===== src/rtl/etag_pkg.sv =====
package etag_pkg;
  typedef struct packed {
    logic tag;
    logic raise;
  } tag_res_t;
endpackage


===== src/rtl/etag_tag_logic.sv =====
module etag_tag_logic
  import etag_pkg::*;
(
  input  logic     wr_en,
  input  logic     spec,
  input  logic     exc,
  input  logic     src_tag,
  output tag_res_t res
);
  logic fault;
  always_comb begin
    fault     = exc | src_tag;
    res.tag   = spec & fault;
    res.raise = wr_en & ~spec & fault;
  end
endmodule


===== src/rtl/etag_storage.sv =====
module etag_storage #(
  parameter int NREG = 32,
  parameter int DW   = 32,
  localparam int AW  = $clog2(NREG)
) (
  input  logic                     clk,
  input  logic                     rst_n,
  input  logic                     we,
  input  logic [AW-1:0]            waddr,
  input  logic [DW-1:0]            wdata,
  input  logic                     wtag,
  output logic [NREG-1:0][DW-1:0]  data_q,
  output logic [NREG-1:0]          tag_q
);
  assign data_q[0] = '0;
  assign tag_q[0]  = 1'b0;

  for (genvar r = 1; r < NREG; r++) begin : g_reg
    logic          en;
    logic [DW-1:0] data_d;
    logic          tag_d;

    always_comb begin
      en     = we && (waddr == AW'(r));
      data_d = en ? wdata : data_q[r];
      tag_d  = en ? wtag  : tag_q[r];
    end

    always_ff @(posedge clk) begin
      if (en) data_q[r] <= data_d;
    end

    always_ff @(posedge clk or negedge rst_n) begin
      if (!rst_n)  tag_q[r] <= 1'b0;
      else if (en) tag_q[r] <= tag_d;
    end
  end
endmodule


===== src/rtl/etag_rd_port.sv =====
module etag_rd_port #(
  parameter int NREG = 32,
  parameter int DW   = 32,
  localparam int AW  = $clog2(NREG)
) (
  input  logic [AW-1:0]           addr,
  input  logic [NREG-1:0][DW-1:0] data_q,
  input  logic [NREG-1:0]         tag_q,
  input  logic                    byp_we,
  input  logic [AW-1:0]           byp_addr,
  input  logic [DW-1:0]           byp_data,
  input  logic                    byp_tag,
  output logic [DW-1:0]           rdata,
  output logic                    rtag
);
  logic hit;
  always_comb begin
    hit   = byp_we && (byp_addr == addr);
    rdata = hit ? byp_data : data_q[addr];
    rtag  = hit ? byp_tag  : tag_q[addr];
  end
endmodule


===== src/rtl/etag_check.sv =====
module etag_check #(
  parameter int NREG = 32,
  localparam int AW  = $clog2(NREG)
) (
  input  logic            chk_valid,
  input  logic [AW-1:0]   chk_addr,
  input  logic [NREG-1:0] tag_q,
  input  logic            byp_we,
  input  logic [AW-1:0]   byp_addr,
  input  logic            byp_tag,
  output logic            recover
);
  logic tag_sel;
  always_comb begin
    tag_sel = (byp_we && byp_addr == chk_addr) ? byp_tag : tag_q[chk_addr];
    recover = chk_valid & tag_sel;
  end
endmodule


===== src/rtl/etag_regfile.sv =====
module etag_regfile
  import etag_pkg::*;
#(
  parameter int NREG = 32,
  parameter int DW   = 32,
  localparam int AW  = $clog2(NREG)
) (
  input  logic          clk,
  input  logic          rst_n,
  input  logic          wr_en,
  input  logic [AW-1:0] wr_addr,
  input  logic [DW-1:0] wr_data,
  input  logic          wr_spec,
  input  logic          wr_exc,
  input  logic          wr_src_tag,
  input  logic [AW-1:0] rd_a_addr,
  output logic [DW-1:0] rd_a_data,
  output logic          rd_a_tag,
  input  logic [AW-1:0] rd_b_addr,
  output logic [DW-1:0] rd_b_data,
  output logic          rd_b_tag,
  input  logic          chk_valid,
  input  logic [AW-1:0] chk_addr,
  output logic          chk_recover,
  output logic          exc_now
);
  localparam int NRD = 2;

  logic [1:0] rst_sync;
  logic       rst_int_n;

  always_ff @(posedge clk or negedge rst_n) begin
    if (!rst_n) rst_sync <= 2'b00;
    else        rst_sync <= {rst_sync[0], 1'b1};
  end
  assign rst_int_n = rst_sync[1];

  tag_res_t                res;
  logic                    we_eff;
  logic [NREG-1:0][DW-1:0] data_q;
  logic [NREG-1:0]         tag_q;

  etag_tag_logic u_tag (
    .wr_en   (wr_en),
    .spec    (wr_spec),
    .exc     (wr_exc),
    .src_tag (wr_src_tag),
    .res     (res)
  );

  assign we_eff  = wr_en && rst_int_n && (wr_addr != '0);
  assign exc_now = res.raise;

  etag_storage #(.NREG(NREG), .DW(DW)) u_store (
    .clk    (clk),
    .rst_n  (rst_int_n),
    .we     (we_eff),
    .waddr  (wr_addr),
    .wdata  (wr_data),
    .wtag   (res.tag),
    .data_q (data_q),
    .tag_q  (tag_q)
  );

  logic [NRD-1:0][AW-1:0] rd_addr;
  logic [NRD-1:0][DW-1:0] rd_data;
  logic [NRD-1:0]         rd_tag;

  assign rd_addr = {rd_b_addr, rd_a_addr};

  for (genvar p = 0; p < NRD; p++) begin : g_rd
    etag_rd_port #(.NREG(NREG), .DW(DW)) u_rd (
      .addr     (rd_addr[p]),
      .data_q   (data_q),
      .tag_q    (tag_q),
      .byp_we   (we_eff),
      .byp_addr (wr_addr),
      .byp_data (wr_data),
      .byp_tag  (res.tag),
      .rdata    (rd_data[p]),
      .rtag     (rd_tag[p])
    );
  end

  assign rd_a_data = rd_data[0];
  assign rd_a_tag  = rd_tag[0];
  assign rd_b_data = rd_data[1];
  assign rd_b_tag  = rd_tag[1];

  etag_check #(.NREG(NREG)) u_chk_port (
    .chk_valid (chk_valid),
    .chk_addr  (chk_addr),
    .tag_q     (tag_q),
    .byp_we    (we_eff),
    .byp_addr  (wr_addr),
    .byp_tag   (res.tag),
    .recover   (chk_recover)
  );
endmodule


===== config.mk =====
export PLATFORM = sky130hd
export DESIGN_NAME = etag_regfile
export DESIGN_NICKNAME = d
export VERILOG_FILES = /design/src/rtl/etag_pkg.sv /design/src/rtl/etag_tag_logic.sv /design/src/rtl/etag_storage.sv /design/src/rtl/etag_rd_port.sv /design/src/rtl/etag_check.sv /design/src/rtl/etag_regfile.sv
export SDC_FILE = /design/constraint.sdc
export NUM_CORES = 1
export LEC_CHECK = 0
export BUFFER_PORTS_ARGS = -buffer_cell sky130_fd_sc_hd__buf_2
export CORE_MARGIN = 1.5
export CORE_UTILIZATION = 25
export DETAILED_ROUTE_END_ITERATION = 6
export SLEW_MARGIN = 20
export SYNTH_ARGS = -nofsm -noshare
export SYNTH_HDL_FRONTEND = slang
export SYNTH_SLANG_ARGS = --single-unit
export TNS_END_PERCENT = 30

===== constraint.sdc =====
create_clock -name clk -period 2.25 [get_ports clk]
set_input_delay 0.225 -clock clk [delete_from_list [all_inputs] [get_ports clk]]
set_output_delay 0.225 -clock clk [all_outputs]
set_load 0.01 [all_outputs]

== Word level (Yosys, flattened, before mapping) ==
Cells that the tools add are included.
Word-level totals
  register bits: 1025
  logic and storage cells: 158
Cells by class
  magnitude comparators: 3
  equality and inequality tests: 34
  multiplexer cells: 15
  bitwise gates (word level): 6
  reductions and logical operators: 37
Operators with widths (count)
  binary-select mux 32 bit (select 5 bit): 2
  2-to-1 mux 32 bit: 4
  equality test 5 bit (second input constant): 16
  equality test 5 x 4 -> 1 bit (second input constant): 8
  logical AND 1 bit: 36
  equality test 5 x 3 -> 1 bit (second input constant): 4
  < comparator 5 x 6 -> 1 bit (second input constant): 3
  binary-select mux 1 bit (select 5 bit): 3
  equality test 5 bit: 3
  equality test 5 x 2 -> 1 bit (second input constant): 2
  2-to-1 mux 1 bit: 6
  equality test 5 x 1 -> 1 bit (second input constant): 1
  nonzero test 5 bit: 1
  AND 1 bit: 4
  NOT 1 bit: 1
  bitwise OR 1 bit: 1

== Longest topological paths before layout ==
  depth after elaboration: 5
  depth in mapped cells: 10

== Cells and area by module ==
From an unflattened synthesis, not the netlist that was laid out.
Unflattened totals
  cells, all modules: 3483
  area, all modules: 50987.7 sq um
By module, submodules not included
  etag_storage: times used 1, cells an instance 1141, area an instance 31510.2 sq um, sequential area each 30564.3 sq um
  etag_rd_port: times used 2, cells an instance 1141, area an instance 9491.6 sq um, sequential area each 0.0 sq um
  etag_check: times used 1, cells an instance 52, area an instance 401.6 sq um, sequential area each 0.0 sq um
  etag_regfile: times used 1, cells an instance 5, area an instance 70.1 sq um, sequential area each 50.0 sq um
  etag_tag_logic: times used 1, cells an instance 3, area an instance 22.5 sq um, sequential area each 0.0 sq um

== Least setup slack after synthesis ==
No wires, ideal clock.
  path kind: reg-to-reg
  start: register rst_sync[1]
  end: register u_store.tag_q[13]
  arrival time: 3.376 ns
  data required time: 2.125 ns
  slack: -1.251 ns
  stages on the path, launching flop included: 6
  buffers on the path: 0
  clock period less this slack: 3.501 ns
  path through: dfrtp_1 -> nand2_1 -> nor2_1 -> nand3_1 -> nor2_1 -> mux2_2
Between the ends
  word-level cells in the longest chain between the ends: 3
Ends and longest elaborated chain
  from (decl): RTL line etag_regfile.sv:29  | logic [1:0] rst_sync;
  from (signal assigned): RTL line etag_regfile.sv:34  | else rst_sync <= {rst_sync[0], 1'b1};
  logical AND 1 bit (2 in a row): RTL line etag_regfile.sv:51  | assign we_eff = wr_en && rst_int_n && (wr_addr != '0);
  logical AND 1 bit: RTL line etag_storage.sv:24  | en = we && (waddr == AW'(r));
  net u_store.g_reg[13].en: RTL line etag_storage.sv:19  | logic en;
  to (signal, indexed assignment): RTL line etag_storage.sv:35  | else if (en) tag_q[r] <= tag_d;
  to (decl): RTL line etag_storage.sv:13  | output logic [NREG-1:0] tag_q
The timed path passes the listed nets, and every way through them passes these cells.
A chain may end at the register's enable or synchronous reset.

== Final worst setup path ==
  start: register u_store.data_q[73] in the netlist's numbering
  end: output port rd_a_data[9]
Between the ends
  word-level cells in the longest chain between the ends: 3
Ends and longest elaborated chain
  from (decl): RTL line etag_storage.sv:12  | output logic [NREG-1:0][DW-1:0] data_q,
  from (signal, indexed assignment): RTL line etag_storage.sv:30  | if (en) data_q[r] <= data_d;
  binary-select mux 32 bit (select 5 bit): RTL line etag_rd_port.sv:19  | rdata = hit ? byp_data : data_q[addr];
  2-to-1 mux 32 bit (not written as such): RTL line etag_rd_port.sv:19
  2-to-1 mux 32 bit: RTL line etag_rd_port.sv:19
  to (decl): RTL line etag_regfile.sv:17  | output logic [DW-1:0] rd_a_data,
No other way between the ends. The select of a mux whose other input is x is not followed.

==> impl_metrics.ini <==
[synth]
synth_edf_count = 992
synth.distinct_cells = 53
yosysMostFrequentCell = edfxtp_1
synth_area_leaders = edfxtp_1 (60%), mux4_2 (19%), mux2i_1 (4.0%), a22o_1 (1.7%), dfrtp_1 (1.7%)
synthMuxAreaShare = 0.240
netlist_area_mm2 = 0.0493
synthTopCellsByCount = edfxtp_1 (992), mux4_2 (406), mux2i_1 (199)
synth_compound_area_frac = 0.0807
synthXorXnorAreaFrac = 0.00266
synthArstFlopShare = 0.0322
ys_dominant_reg_cell = edfxtp_1
synth_seq_cells = 1025
synth_top_family_by_area = multiplexers
synth_top_cell_by_area = edfxtp_1
seq_area_frac_synth = 0.621
synth-warning-count = 0
netlist.area_leader.share = 0.604
synth_nets = 2844
yosys.area_share.simple = 0.0261
syn_inst = 2785
synth-adder-area-share = 0
syn_area_per_cell_um2 = 17.7

[routing]
drc = 0
drt-pass1-iter-count = 5
viasPerCell = 5.30
vias = 31559
antenna_left = 0
first_iter_violations = 3740
wl_per_cell_um = 29.3
wl_um = 174000

[worst_hold_path]
hold_path_depth = 1
min_from = wr_data[4]
worstHoldEndpoint = u_store.data_q[580]
hp-class = input port to register

[power_and_ir_drop]
leakage_uw = 0.0205
powerDensity_mw_per_mm2 = 704
p_total_uw = 43800
irDropWorstVdd_uv = 632

[floorplanning]
die_y_um = 447
io_pins = 127
dieArea_mm2 = 0.200
coreArea_mm2 = 0.195
rows = 162
initial_core_util = 0.252
die-width_um = 447

[clock_network]
clk_pin_slew_ns = 0.06
cts_tree = built
htree_levels = 3
cts_buffers = 105
clock_sinks = 1025
cts_root_buffer = clkbuf_16
clock_latency_ns = 0.73
clockBufferDepth = 3

[placement]
place.detailed.hpwl_um = 113000
post-place-ws_ns = -0.587
place_area_mm2 = 0.0572
place.gp.congestion = 0.823
io_buffer_count = 126

[timing]
tightest_slew_ns = 0.930
fin_ws_ns = -0.610
slew_viol_final = 0
fin_worst_skew_ns = 0.0297
fin_crit_sh = 1.27
final-hold-violation-count = 0
min_period_ns = 2.86
rsz0062_at_grt = yes
setup_violations = 67
max-slew-margin-rel = 0.373
timing.fmax_mhz = 350

[global_routing]
grt_overflow_total = 0
antenna_found_initial = 19
grt_pass1_vias = 31980
grt_pass1_wl_um = 243000
grt_busiest_layer = met2
grt_max_degree = 51
grt_use_met1 = 0.219
grt_use_met3 = 0.0298
gr-usage-met2 = 0.286
grtUsageTotal = 0.171

[setup_path]
cp.required_ns = 2.03
rr_startpoint = rst_sync[1]
r2r_end = u_store.data_q[304]
crit_arrival_ns = 2.63
start_kind = register
worst-path-max-fanout = 2
crit_chain = mux2i_1 -> o2bb2ai_1 -> a22o_1 -> o21ai_0 -> a31oi_4 -> buf_6
r2r_cells = 6
end_kind = primary output
slowest_stage = o21ai_0
path_class = register to primary output
crit_cells = 6
critical_path.top_delay_family = compound AO/OA/AOI/OAI gates
cpPeakStageDelay_ns = 0.73
cp_num_buf_inv = 1
r2r_setup_slack_ns = 0.09

[layout]
stdcell_area_mm2 = 0.0621
fin_nets = 3290
area_growth_pct = 26.0
drive_gt1_frac = 0.409

[run_status]
violations = negative setup slack
status = complete, but fails checks

[flow_run]
maxCapViolCount = 0
==> placed cells by master, fill, tap and decap left out, drive strengths merged, types with 10 or more instances in the layout <==
master	netlist	routed
mux2i	199	199
a31oi	37	37
nand3b	64	64
o22ai	32	32
clkbuf	111	134
nor2	133	133
dlygate4sd3	0	22
xor2	11	11
nand2	25	25
a22o	96	96
mux2	63	63
buf	145	572
nand3	10	10
a21o	32	32
o2bb2ai	32	32
mux4	406	406
edfxtp	992	992
o221a	29	29
dfrtp	33	33
o31ai	30	30
a221oi	59	59
o21ai	156	156
clkinv	1	43
a21oi	41	41
==> flip-flops by register name (all words and copies together) (netlist names) <==
name and flops:
rst_sync 2, u_store.tag_q 31, u_store.data_q 992
==> how the worst max path moves through the flow <==
stage / from / end / slack, ns
after global routing: rst_sync[1] / rd_a_data[18] / -0.63
final: u_store.data_q[73] / rd_a_data[9] / -0.61
after detailed placement: rd_a_addr[0] / rd_a_data[29] / -0.59
after floorplan: rst_sync[1] / u_store.tag_q[11] / -0.002
after global placement: rd_a_addr[0] / rd_a_data[29] / -0.60
after CTS: rst_sync[1] / rd_a_data[13] / -0.62
==> through the flow <==
stage	instances	setup TNS [ns]	util	hold WS, ns
2_1_floorplan	2785	-0.0170	-	-0.0706
3_3_place_gp	5717	-17.83	0.293	0.0141
3_5_place_dp	5717	-17.83	0.293	0.0139
4_1_cts	5942	-35.12	0.316	0.000219
5_1_grt	5947	-36.05	0.318	0.0267
6_report	5949	-31.25	0.318	0.0506
==> routing by layer <==
layer	share of wire	vias up
li1	-	12746
met1	0.38	16846
met2	0.49	1617
met3	0.086	344
met4	0.041	6
met5	0.00020	-
==> what timing repair did <==
action,in CTS,in global routing
gates resized for setup,154,79
setup endpoints to repair,67,67
gates cloned,5,1
hold buffers,22,0
endpoints found under the hold margin,253,0
pin swaps,19,9
setup buffers,15,1
==> power breakdown <==
| group | internal [uW] | leakage, uW | total (uW) | switching (uW) |
|---|---|---|---|---|
| logic | 2290 | 0.00950 | 5060 | 2760 |
| registers | 21100 | 0.00936 | 21200 | 93.4 |
| clock network | 9760 | 0.00165 | 17500 | 7780 |
==> logic make-up after synthesis <==
kind of cell | count (synthesis)
compound gates | 559
xor+xnor | 15
buf+inv | 259
flops | 1025
mux | 668
other cells | 1
simple gates | 258
==> area by class of cell <==
type | instances | area, um2
fill | 18886 | 133000
sequential | 1025 | 30600
multi-input combinational | 1501 | 18300
timing repair buffer | 595 | 6470
tap | 2624 | 3280
clock buffer | 133 | 2750
clock inverter | 62 | 633
inverter | 3 | 15.0
antenna | 6 | 15.0
Power figures use the tool's default switching activity.
